[src/rtl/txbuf_pkg.sv]
package txbuf_pkg;
  localparam int TAG_W          = 16;
  localparam int CMDA_LAST_BIT  = 12;
  localparam int CMDA_FIRST_BIT = 13;
  localparam int CMDA_OFF_LSB   = 16;
  localparam int CMDB_TAG_LSB   = 16;
  localparam int STS_ERR_BIT    = 15;

  typedef enum logic [1:0] {
    ST_CMDA = 2'd0,
    ST_CMDB = 2'd1,
    ST_DATA = 2'd2,
    ST_STAT = 2'd3
  } seq_state_e;
endpackage

[src/rtl/txbuf_out_reg.sv]
module txbuf_out_reg (
  input  logic       clk,
  input  logic       rst,
  input  logic       load,
  input  logic [7:0] load_data,
  input  logic       load_first,
  input  logic       load_last,
  output logic       slot_free,
  output logic [7:0] out_data,
  output logic       out_valid,
  output logic       out_first,
  output logic       out_last,
  input  logic       out_ready
);
  assign slot_free = !out_valid || out_ready;

  always_ff @(posedge clk) begin
    if (rst) begin
      out_valid <= 1'b0;
      out_data  <= '0;
      out_first <= 1'b0;
      out_last  <= 1'b0;
    end else if (load) begin
      out_valid <= 1'b1;
      out_data  <= load_data;
      out_first <= load_first;
      out_last  <= load_last;
    end else if (out_ready) begin
      out_valid <= 1'b0;
    end
  end


  hold_on_stall_chk: assert property (@(posedge clk) disable iff (rst)
    out_valid && !out_ready |=> out_valid && $stable(out_data)
                                 && $stable(out_first) && $stable(out_last));
endmodule

[src/rtl/txbuf_seq.sv]
module txbuf_seq
  import txbuf_pkg::*;
#(
  parameter int SIZE_W = 11,
  parameter int OFF_W  = 5
) (
  input  logic              clk,
  input  logic              rst,
  input  logic [31:0]       fifo_data,
  input  logic              fifo_valid,
  output logic              fifo_ready,
  input  logic              slot_free,
  input  logic              pkt_empty,
  output logic              emit,
  output logic [7:0]        emit_byte,
  output logic              emit_first,
  output logic              emit_last,
  output logic              cmdb_fire,
  output logic              cmdb_first,
  output logic [TAG_W-1:0]  cmdb_tag,
  output logic [SIZE_W-1:0] cmdb_len,
  output logic              close,
  output logic              in_stat,
  input  logic              stat_done
);
  localparam int POS_W = ((SIZE_W > OFF_W) ? SIZE_W : OFF_W) + 2;

  seq_state_e         state_q;
  logic [SIZE_W-1:0]  size_q;
  logic [OFF_W-1:0]   off_q;
  logic               last_q;
  logic               first_q;
  logic [POS_W-1:0]   pos_q;
  logic [POS_W-1:0]   end_q;
  logic [POS_W-1:0]   lim;
  logic               have_word;
  logic [31:0]        word_q;
  logic               at_end;
  logic               in_pay;
  logic               byte_go;

  always_comb begin
    lim        = (end_q + POS_W'(3)) & ~POS_W'(3);
    at_end     = (state_q == ST_DATA) && (pos_q == lim);
    in_pay     = (pos_q >= POS_W'(off_q)) && (pos_q < end_q);
    byte_go    = (state_q == ST_DATA) && !at_end && have_word
                 && (!in_pay || slot_free);
    emit       = byte_go && in_pay;
    emit_byte  = word_q[8*pos_q[1:0] +: 8];
    emit_first = pkt_empty;
    emit_last  = last_q && (pos_q == end_q - POS_W'(1));
    fifo_ready = (state_q == ST_CMDA) || (state_q == ST_CMDB)
                 || ((state_q == ST_DATA) && !at_end && !have_word);
    cmdb_fire  = (state_q == ST_CMDB) && fifo_valid;
    cmdb_first = first_q;
    cmdb_tag   = fifo_data[CMDB_TAG_LSB +: TAG_W];
    cmdb_len   = fifo_data[SIZE_W-1:0];
    close      = at_end && last_q;
    in_stat    = (state_q == ST_STAT);
  end

  always_ff @(posedge clk) begin
    if (rst) begin
      state_q   <= ST_CMDA;
      size_q    <= '0;
      off_q     <= '0;
      last_q    <= 1'b0;
      first_q   <= 1'b0;
      pos_q     <= '0;
      end_q     <= '0;
      have_word <= 1'b0;
      word_q    <= '0;
    end else begin
      case (state_q)
        ST_CMDA: if (fifo_valid) begin
          size_q  <= fifo_data[SIZE_W-1:0];
          last_q  <= fifo_data[CMDA_LAST_BIT];
          first_q <= fifo_data[CMDA_FIRST_BIT];
          off_q   <= fifo_data[CMDA_OFF_LSB +: OFF_W];
          state_q <= ST_CMDB;
        end
        ST_CMDB: if (fifo_valid) begin
          pos_q     <= '0;
          end_q     <= POS_W'(off_q) + POS_W'(size_q);
          have_word <= 1'b0;
          state_q   <= ST_DATA;
        end
        ST_DATA: begin
          if (at_end) begin
            state_q <= last_q ? ST_STAT : ST_CMDA;
          end else if (!have_word) begin
            if (fifo_valid) begin
              word_q    <= fifo_data;
              have_word <= 1'b1;
            end
          end else if (byte_go) begin
            pos_q <= pos_q + POS_W'(1);
            if (pos_q[1:0] == 2'd3) have_word <= 1'b0;
          end
        end
        ST_STAT: if (stat_done) state_q <= ST_CMDA;
        default: state_q <= ST_CMDA;
      endcase
    end
  end


  payload_starts_clean_chk: assert property (@(posedge clk) disable iff (rst)
    (state_q == ST_DATA) && ($past(state_q) == ST_CMDB) |-> (pos_q == '0) && !have_word);


  pos_in_range_chk: assert property (@(posedge clk) disable iff (rst)
    (state_q == ST_DATA) |-> (pos_q <= lim));
endmodule

[src/rtl/txbuf_pkt_check.sv]
module txbuf_pkt_check
  import txbuf_pkg::*;
#(
  parameter int SIZE_W = 11
) (
  input  logic              clk,
  input  logic              rst,
  input  logic              cmdb_fire,
  input  logic              cmdb_first,
  input  logic [TAG_W-1:0]  cmdb_tag,
  input  logic [SIZE_W-1:0] cmdb_len,
  input  logic              byte_fire,
  input  logic              close,
  input  logic              in_stat,
  input  logic              stat_done,
  output logic              pkt_empty,
  output logic [31:0]       sts_data
);
  localparam int CNT_W = SIZE_W + 1;

  logic [TAG_W-1:0]  tag_q;
  logic [SIZE_W-1:0] len_q;
  logic [CNT_W-1:0]  cnt_q;
  logic              err_q;

  assign pkt_empty = (cnt_q == '0);

  always_ff @(posedge clk) begin
    if (rst) begin
      tag_q    <= '0;
      len_q    <= '0;
      cnt_q    <= '0;
      err_q    <= 1'b0;
      sts_data <= '0;
    end else begin
      if (cmdb_fire) begin
        if (cmdb_first) begin
          tag_q <= cmdb_tag;
          len_q <= cmdb_len;
          cnt_q <= '0;
          err_q <= 1'b0;
        end else begin
          err_q <= err_q || (cmdb_tag != tag_q) || (cmdb_len != len_q);
        end
      end else if (byte_fire) begin
        cnt_q <= cnt_q + CNT_W'(1);
      end
      if (close) begin
        sts_data                     <= '0;
        sts_data[31:CMDB_TAG_LSB]    <= tag_q;
        sts_data[STS_ERR_BIT]        <= err_q || (cnt_q != CNT_W'(len_q));
        sts_data[CNT_W-1:0]          <= cnt_q;
      end
    end
  end


  count_settled_chk: assert property (@(posedge clk) disable iff (rst)
    close |-> !byte_fire && !cmdb_fire);


  status_held_chk: assert property (@(posedge clk) disable iff (rst)
    in_stat && !stat_done |=> $stable(sts_data));
endmodule

[src/rtl/txbuf_framer.sv]
module txbuf_framer
  import txbuf_pkg::*;
#(
  parameter int SIZE_W = 11,
  parameter int OFF_W  = 5
) (
  input  logic        clk,
  input  logic        rst,
  input  logic [31:0] fifo_data,
  input  logic        fifo_valid,
  output logic        fifo_ready,
  output logic [7:0]  out_data,
  output logic        out_valid,
  output logic        out_first,
  output logic        out_last,
  input  logic        out_ready,
  output logic [31:0] sts_data,
  output logic        sts_write,
  input  logic        sts_full
);
  logic              slot_free;
  logic              pkt_empty;
  logic              emit;
  logic [7:0]        emit_byte;
  logic              emit_first;
  logic              emit_last;
  logic              cmdb_fire;
  logic              cmdb_first;
  logic [TAG_W-1:0]  cmdb_tag;
  logic [SIZE_W-1:0] cmdb_len;
  logic              close;
  logic              in_stat;

  assign sts_write = in_stat && !sts_full;

  txbuf_seq #(.SIZE_W(SIZE_W), .OFF_W(OFF_W)) u_seq (
    .clk(clk), .rst(rst),
    .fifo_data(fifo_data), .fifo_valid(fifo_valid), .fifo_ready(fifo_ready),
    .slot_free(slot_free), .pkt_empty(pkt_empty),
    .emit(emit), .emit_byte(emit_byte), .emit_first(emit_first), .emit_last(emit_last),
    .cmdb_fire(cmdb_fire), .cmdb_first(cmdb_first), .cmdb_tag(cmdb_tag), .cmdb_len(cmdb_len),
    .close(close), .in_stat(in_stat), .stat_done(sts_write)
  );

  txbuf_pkt_check #(.SIZE_W(SIZE_W)) u_chk (
    .clk(clk), .rst(rst),
    .cmdb_fire(cmdb_fire), .cmdb_first(cmdb_first), .cmdb_tag(cmdb_tag), .cmdb_len(cmdb_len),
    .byte_fire(emit), .close(close), .in_stat(in_stat), .stat_done(sts_write),
    .pkt_empty(pkt_empty), .sts_data(sts_data)
  );

  txbuf_out_reg u_out (
    .clk(clk), .rst(rst),
    .load(emit), .load_data(emit_byte), .load_first(emit_first), .load_last(emit_last),
    .slot_free(slot_free),
    .out_data(out_data), .out_valid(out_valid), .out_first(out_first), .out_last(out_last),
    .out_ready(out_ready)
  );


  last_then_first_chk: assert property (@(posedge clk) disable iff (rst)
    out_valid && out_ready && out_last |=> !out_valid || out_first);
endmodule

[config.mk]
export PLATFORM = sky130hd
export DESIGN_NAME = txbuf_framer
export DESIGN_NICKNAME = d
export VERILOG_FILES = /design/src/rtl/txbuf_pkg.sv /design/src/rtl/txbuf_out_reg.sv /design/src/rtl/txbuf_seq.sv /design/src/rtl/txbuf_pkt_check.sv /design/src/rtl/txbuf_framer.sv
export SDC_FILE = /design/constraint.sdc
export NUM_CORES = 1
export LEC_CHECK = 0
export BUFFER_PORTS_ARGS = -buffer_cell sky130_fd_sc_hd__clkbuf_2
export CAP_MARGIN = 20
export CELL_PAD_IN_SITES_DETAIL_PLACEMENT = 1
export CELL_PAD_IN_SITES_GLOBAL_PLACEMENT = 2
export CORE_MARGIN = 2
export CORE_UTILIZATION = 36
export CTS_CLUSTER_SIZE = 16
export DETAILED_ROUTE_END_ITERATION = 10
export HOLD_SLACK_MARGIN = 0.02
export PLACE_DENSITY_LB_ADDON = 0.1
export SLEW_MARGIN = 25
export SYNTH_ARGS = -nofsm -noshare
export SYNTH_HDL_FRONTEND = slang
export SYNTH_SLANG_ARGS = --single-unit
[constraint.sdc]
create_clock -name clk -period 4.85 [get_ports clk]
set_clock_uncertainty 0.2 [all_clocks]
set_input_delay 0.97 -clock clk [delete_from_list [all_inputs] [get_ports clk]]
set_output_delay 0.97 -clock clk [all_outputs]
set_load 0.02 [all_outputs]
# After elaboration in Yosys (flattened, before gate mapping)

Cells that the tools add are included.

Flip-flop bits (word level): 159
Input port bits: 37
Output and inout port bits: 45
Word-level logic and storage cells: 105

$add $sub $neg: 5
$lt $le $gt $ge: 2
Equal/unequal tests: 17
Shift operators: 1
Multiplexer cells: 24
Bitwise gates (word level): 2
Reductions and logical operators: 36

Operators with widths:

| kind                                                | count |
|---|---|
| 2-to-1 mux 13 bit                                   | 4 |
| 2-to-1 mux 12 bit                                   | 3 |
| indexed part select 32 x 6 -> 8 bit                 | 1 |
| == test 13 bit                                      | 2 |
| one-hot mux 13 bit (2 select lines)                 | 1 |
| != test 16 bit                                      | 1 |
| adder 13 x 1 -> 13 bit (second input constant)      | 1 |
| adder 13 x 2 -> 13 bit (second input constant)      | 1 |
| >= comparator 13 x 5 -> 1 bit                       | 1 |
| < comparator 13 bit                                 | 1 |
| subtractor 13 x 1 -> 13 bit (second input constant) | 1 |
| adder 12 x 1 -> 12 bit (second input constant)      | 1 |
| adder 5 x 11 -> 12 bit                              | 1 |
| zero test 12 bit                                    | 1 |
| != test 12 x 11 -> 1 bit                            | 1 |
| logical AND 1 bit                                   | 11 |
| != test 11 bit                                      | 1 |
| 2-to-1 mux 2 bit                                    | 5 |
| 2-to-1 mux 1 bit                                    | 9 |
| != test 2 x 1 -> 1 bit (second input constant)      | 4 |
| != test 2 bit (second input constant)               | 4 |
| one-hot mux 2 bit (4 select lines)                  | 1 |
| AND reduction 2 bit                                 | 4 |
| AND reduction 4 bit                                 | 2 |
| other kinds (10)                                    | 25 |

# Logic depth before layout (Yosys ltp)

Depth in word-level cells: 11
Depth in mapped cells: 13

# Hierarchy

A second synthesis with hierarchy kept.

Cells, all modules: 990
Area total of the unflattened synthesis: 8524.4 um^2

Modules (own cells, without submodules):

| module          | instances | cells an instance | area each (um^2) |
|---|---|---|---|
| txbuf_seq       | 1         | 600               | 5037.3 |
| txbuf_pkt_check | 1         | 353               | 3084.2 |
| txbuf_out_reg   | 1         | 36                | 389.1 |
| txbuf_framer    | 1         | 1                 | 13.8 |

# Worst setup path before layout

Ideal clock, no wire load.

Kind: reg2reg
From: register u_seq.pos_q[0]
To: register u_chk.cnt_q[10]
Setup time: 0.074 ns
Arrival: 3.109 ns
Required time: 4.576 ns
Slack: 1.467 ns
Cell stages (with the launch flop): 13
Cell sequence: dfxtp_1 > clkbuf_1 > inv_1 > ha_1 > nor3b_1 > o21ai_0 > o211ai_1 > a2111oi_0 > nand3_1 > or3_1 > buf_2 > or3_1 > a31oi_1

Longest elaborated chain between the ends: 9
Elaborated cells between the ends (all ways): 14

RTL lines:

| what                                                                  | RTL line              | RTL |
|---|---|---|
| start, declared                                                       | txbuf_seq.sv:33       | `logic [POS_W-1:0] pos_q;` |
| start signal, assigned                                                | txbuf_seq.sv:97       | `pos_q <= pos_q + POS_W'(1);` |
| branches (longest 6 deep; another with >= comparator 13 x 5 -> 1 bit) | --                    |  |
| logical AND 1 bit *                                                   | txbuf_seq.sv:48       | `emit = byte_go && in_pay;` |
| nonzero test 2 bit (no line) *                                        | --                    |  |
| AND reduction 2 bit (no line) *                                       | --                    |  |
| end signal, assigned                                                  | txbuf_pkt_check.sv:46 | `cnt_q <= cnt_q + CNT_W'(1);` |
| end, declared                                                         | txbuf_pkt_check.sv:23 | `logic [CNT_W-1:0] cnt_q;` |

Every way passes the cells marked *.
A chain may end at the register's enable or synchronous reset.

# Worst setup path after layout

From: register u_seq.end_q[0]
To: output fifo_ready

Longest elaborated chain between the ends: 7

RTL lines:

| what                            | RTL line           | RTL |
|---|---|---|
| start, declared                 | txbuf_seq.sv:34    | `logic [POS_W-1:0] end_q;` |
| start signal, assigned          | txbuf_seq.sv:84    | `end_q <= POS_W'(off_q) + POS_W'(size_q);` |
| adder 13 x 2 -> 13 bit          | txbuf_seq.sv:43    | `lim = (end_q + POS_W'(3)) & ~POS_W'(3);` |
| == test 13 bit                  | txbuf_seq.sv:44    | `at_end = (state_q == ST_DATA) && (pos_q == lim);` |
| logical AND 1 bit               | txbuf_seq.sv:44    |  |
| zero test 1 bit                 | txbuf_seq.sv:53    | `\|\| ((state_q == ST_DATA) && !at_end && !have_word);` |
| logical AND 1 bit (2 in series) | txbuf_seq.sv:53    |  |
| logical OR 1 bit                | txbuf_seq.sv:53    |  |
| end, declared                   | txbuf_framer.sv:11 | `output logic fifo_ready,` |

No other way between the ends.

==> flow_metrics.env <==
export IMPL_synthAdderAreaFrac_pct=4.44
export IMPL_grt_max_degree=100
export IMPL_drc=0
export IMPL_dieHeight_um=154
export IMPL_multiInputGateArea_mm2=0.00450
export IMPL_holdWs_ns=0.269
export IMPL_dieWidth_um=154
export IMPL_vias_per_cell=5.27
export IMPL_syn2layout_area_growth_pct=14.0
export IMPL_synthTopCellsByCount="dfxtp_1, nand2_1, nor2_1"
export IMPL_synth_simple_gate_area_share_pct=22.3
export IMPL_cpPeakStageDelay_ns=0.46
export IMPL_grt_pass1_wl_um=38900
export IMPL_yosys_warnings=0
export IMPL_synth_async_sr_flop_share_pct=0
export IMPL_endpoint_kind="output port"
export IMPL_synth_top_area_share_pct=39.2
export IMPL_design_portCount=82
export IMPL_p_leak_uw=0.00393
export IMPL_crit_type="register to output port"
export IMPL_start_util_pct=36.8
export IMPL_syn_avg_cell_area_um2=8.44
export IMPL_tightest_slew_ns=0.916
export IMPL_status="complete, no violations"
export IMPL_crit_arrival_ns=3.14
export IMPL_synth_compound_area_share_pct=11.6
export IMPL_fin_crit_sh_pct=89.0
export IMPL_finalMaxSlewViolations=0
export IMPL_clk_pin_slew_ns=0.07
export IMPL_ir_worst_vdd_uv=214
export IMPL_path_cells="inv_1 -> ha_1 -> nand2b_1 -> nor3_2 -> xor2_1 -> a2bb2oi_1 -> nor4_2 -> buf_4 -> o31ai_1 -> clkbuf_2"
export IMPL_num_fill_cells=2660
export IMPL_p_total_uw=3050
export IMPL_die_area_mm2=0.0236
export IMPL_antenna_found_initial=0
export IMPL_synth_area_leader_cell="dfxtp_1"
export IMPL_synth_most_common_cell="dfxtp_1"
export IMPL_fin_nets=1061
export IMPL_placementRows=54
export IMPL_setup_violations=0
export IMPL_yosysSeqAreaShare_pct=39.2
export IMPL_holdCritPathClass="register to register"
export IMPL_postSynthCellCount=955
export IMPL_synthMuxAreaShare_pct=9.81
export IMPL_drive_above_1_share_pct=14.3
export IMPL_worstSkewPairLatency_ns=0.43
export IMPL_cts_resized=0
export IMPL_critPathTopFamily="simple AND/OR/NAND/NOR gates"
export IMPL_synth_seq_cells=158
export IMPL_synth_edf_count=0
export IMPL_grt_pass1_vias=6946
export IMPL_synthDistinctLibCells=59
export IMPL_synth_top_family_by_area="simple AND/OR/NAND/NOR gates"
export IMPL_cts_made_buffers=17
export IMPL_cp_buffers_inverters=3
export IMPL_io_buffers=78
export IMPL_ant_nets=0
export IMPL_drv_cap=0
export IMPL_required_ns=3.68
export IMPL_seqCellArea_mm2=0.00316
export IMPL_cts_tree="yes"
export IMPL_grt_usage_pct=20.8
export IMPL_layout_min_cycle_time_ns=4.31
export IMPL_grt_overflow_total=0
export IMPL_max_freq_ghz=0.232
export IMPL_synth_xor_area_share_pct=7.37
export IMPL_synth_area_leaders="dfxtp_1, mux2i_1, nand2_1, a21oi_1, ha_1"
export IMPL_crit_fanout=13
export IMPL_fin_setup_tns_ns=0
export IMPL_rsz0062_at_grt="false"
export IMPL_cts_buffer_depth=2
export IMPL_vias=6792
export IMPL_postCtsHoldBufs=0
export IMPL_core_area_mm2=0.0219
export IMPL_slew_headroom_pct=38.9
export IMPL_utilization_pct=42.0
export IMPL_post_cts_buffers=0
export IMPL_wl_per_cell_um=18.7
export IMPL_synth_ff_type="dfxtp_1"
export IMPL_diodes=0
export IMPL_first_pass_iters=4
export IMPL_root_buffer="clkbuf_16"
export IMPL_cp_start_kind="register"
export IMPL_wl_um=24100
export IMPL_place_congestion=0.789
export IMPL_slowest_stage="dfxtp_1"
export IMPL_cts_sinks=158
export IMPL_hpwl_um=17500
export IMPL_pwr_density_cell_mw_per_mm2=332
export IMPL_dr_first_iter_drc_count=305
export IMPL_syn_area_mm2=0.00806
export IMPL_htree_levels=4
export IMPL_hold_violations=0
==> final timing paths <==
path	slack (ns)	from	end	cells after the start
max	0.54	u_seq.end_q[0]	fifo_ready	10
max reg2reg	0.88	u_seq.pos_q[1]	u_chk.cnt_q[5]	9
min	0.27	u_out.out_data[4]	u_out.out_data[4]	2
min reg2reg	0.27	u_out.out_data[4]	u_out.out_data[4]	2
==> cell usage in the layout, fill, tap and decap left out, types with 10 or more instances in the layout <==
cell and count:
mux2i_1 61, buf_4 10, inv_1 28, o21ai_1 10
o21ai_0 16, nor2_1 84, xor2_1 31, clkbuf_16 17
nor3_1 16, nand2_1 147, nand3_1 28, ha_1 27
nand4_1 15, a31oi_1 10, dfxtp_1 158, or3_1 19
clkbuf_2 77, a21oi_1 83, xnor2_1 35, nor4_1 11
==> per-stage QoR <==
step	cell area, µm²	std cells	setup slack [ns]
after global routing	9200	1289	0.319
after detailed placement	8600	1257	0.741
after floorplan	8070	957	1.47
after CTS	9190	1289	0.474
after global placement	8600	1257	0.810
final	9200	1289	0.535
==> report_power, final <==
group	internal [µW]	total [µW]	switching, µW
Clock	737	1370	637
Sequential	1330	1360	38.1
Combinational	113	313	200
Total	2180	3050	875
==> sequential cells by signal, summed over array words and instances, names as in the netlist <==
register,count
u_out.out_last,1
u_chk.sts_data,29
u_seq.off_q,5
u_seq.state_q,2
u_seq.last_q,1
u_out.out_valid,1
u_seq.pos_q,13
u_seq.end_q,12
u_seq.word_q,32
u_chk.cnt_q,12
u_seq.size_q,11
u_chk.len_q,11
u_chk.err_q,1
u_chk.tag_q,16
u_out.out_first,1
u_seq.have_word,1
u_out.out_data,8
u_seq.cmdb_first,1
==> tightest hold or removal path: stages (launching register included) <==
cell	delay, ns
dfxtp_1	0.32
nand2_1	0.05
a21oi_1	0.05
==> kinds of logic after synthesis <==
kind of cell,Yosys count
other,1
buffers and inverters,96
adders and majority gates,28
and+or+nand+nor,377
DFF,158
xor gates and xnor gates,67
AOI/OAI and AO/OA,159
muxes,69
==> layout make-up <==
cell class	count	share of cell area, %
clock inverters	15	1.82
repair buffers	88	5.23
inverters	28	1.14
flip-flops and latches	158	34.4
well taps	280	3.81
multi-input cells	703	49.0
clock buffers	17	4.63
==> metal layers <==
| metal | global-route usage (%) | routed length [µm] | vias to the layer above |
|---|---|---|---|
| met1 | 28.5 | 11900 | 3269 |
| met2 | 33.1 | 10900 | 101 |
| met5 | 0 | 0 | - |
| met3 | 4.11 | 842 | 29 |
| li1 | - | - | 3393 |
| met4 | 6.25 | 495 | 0 |
Power figures use the tool's default switching activity.
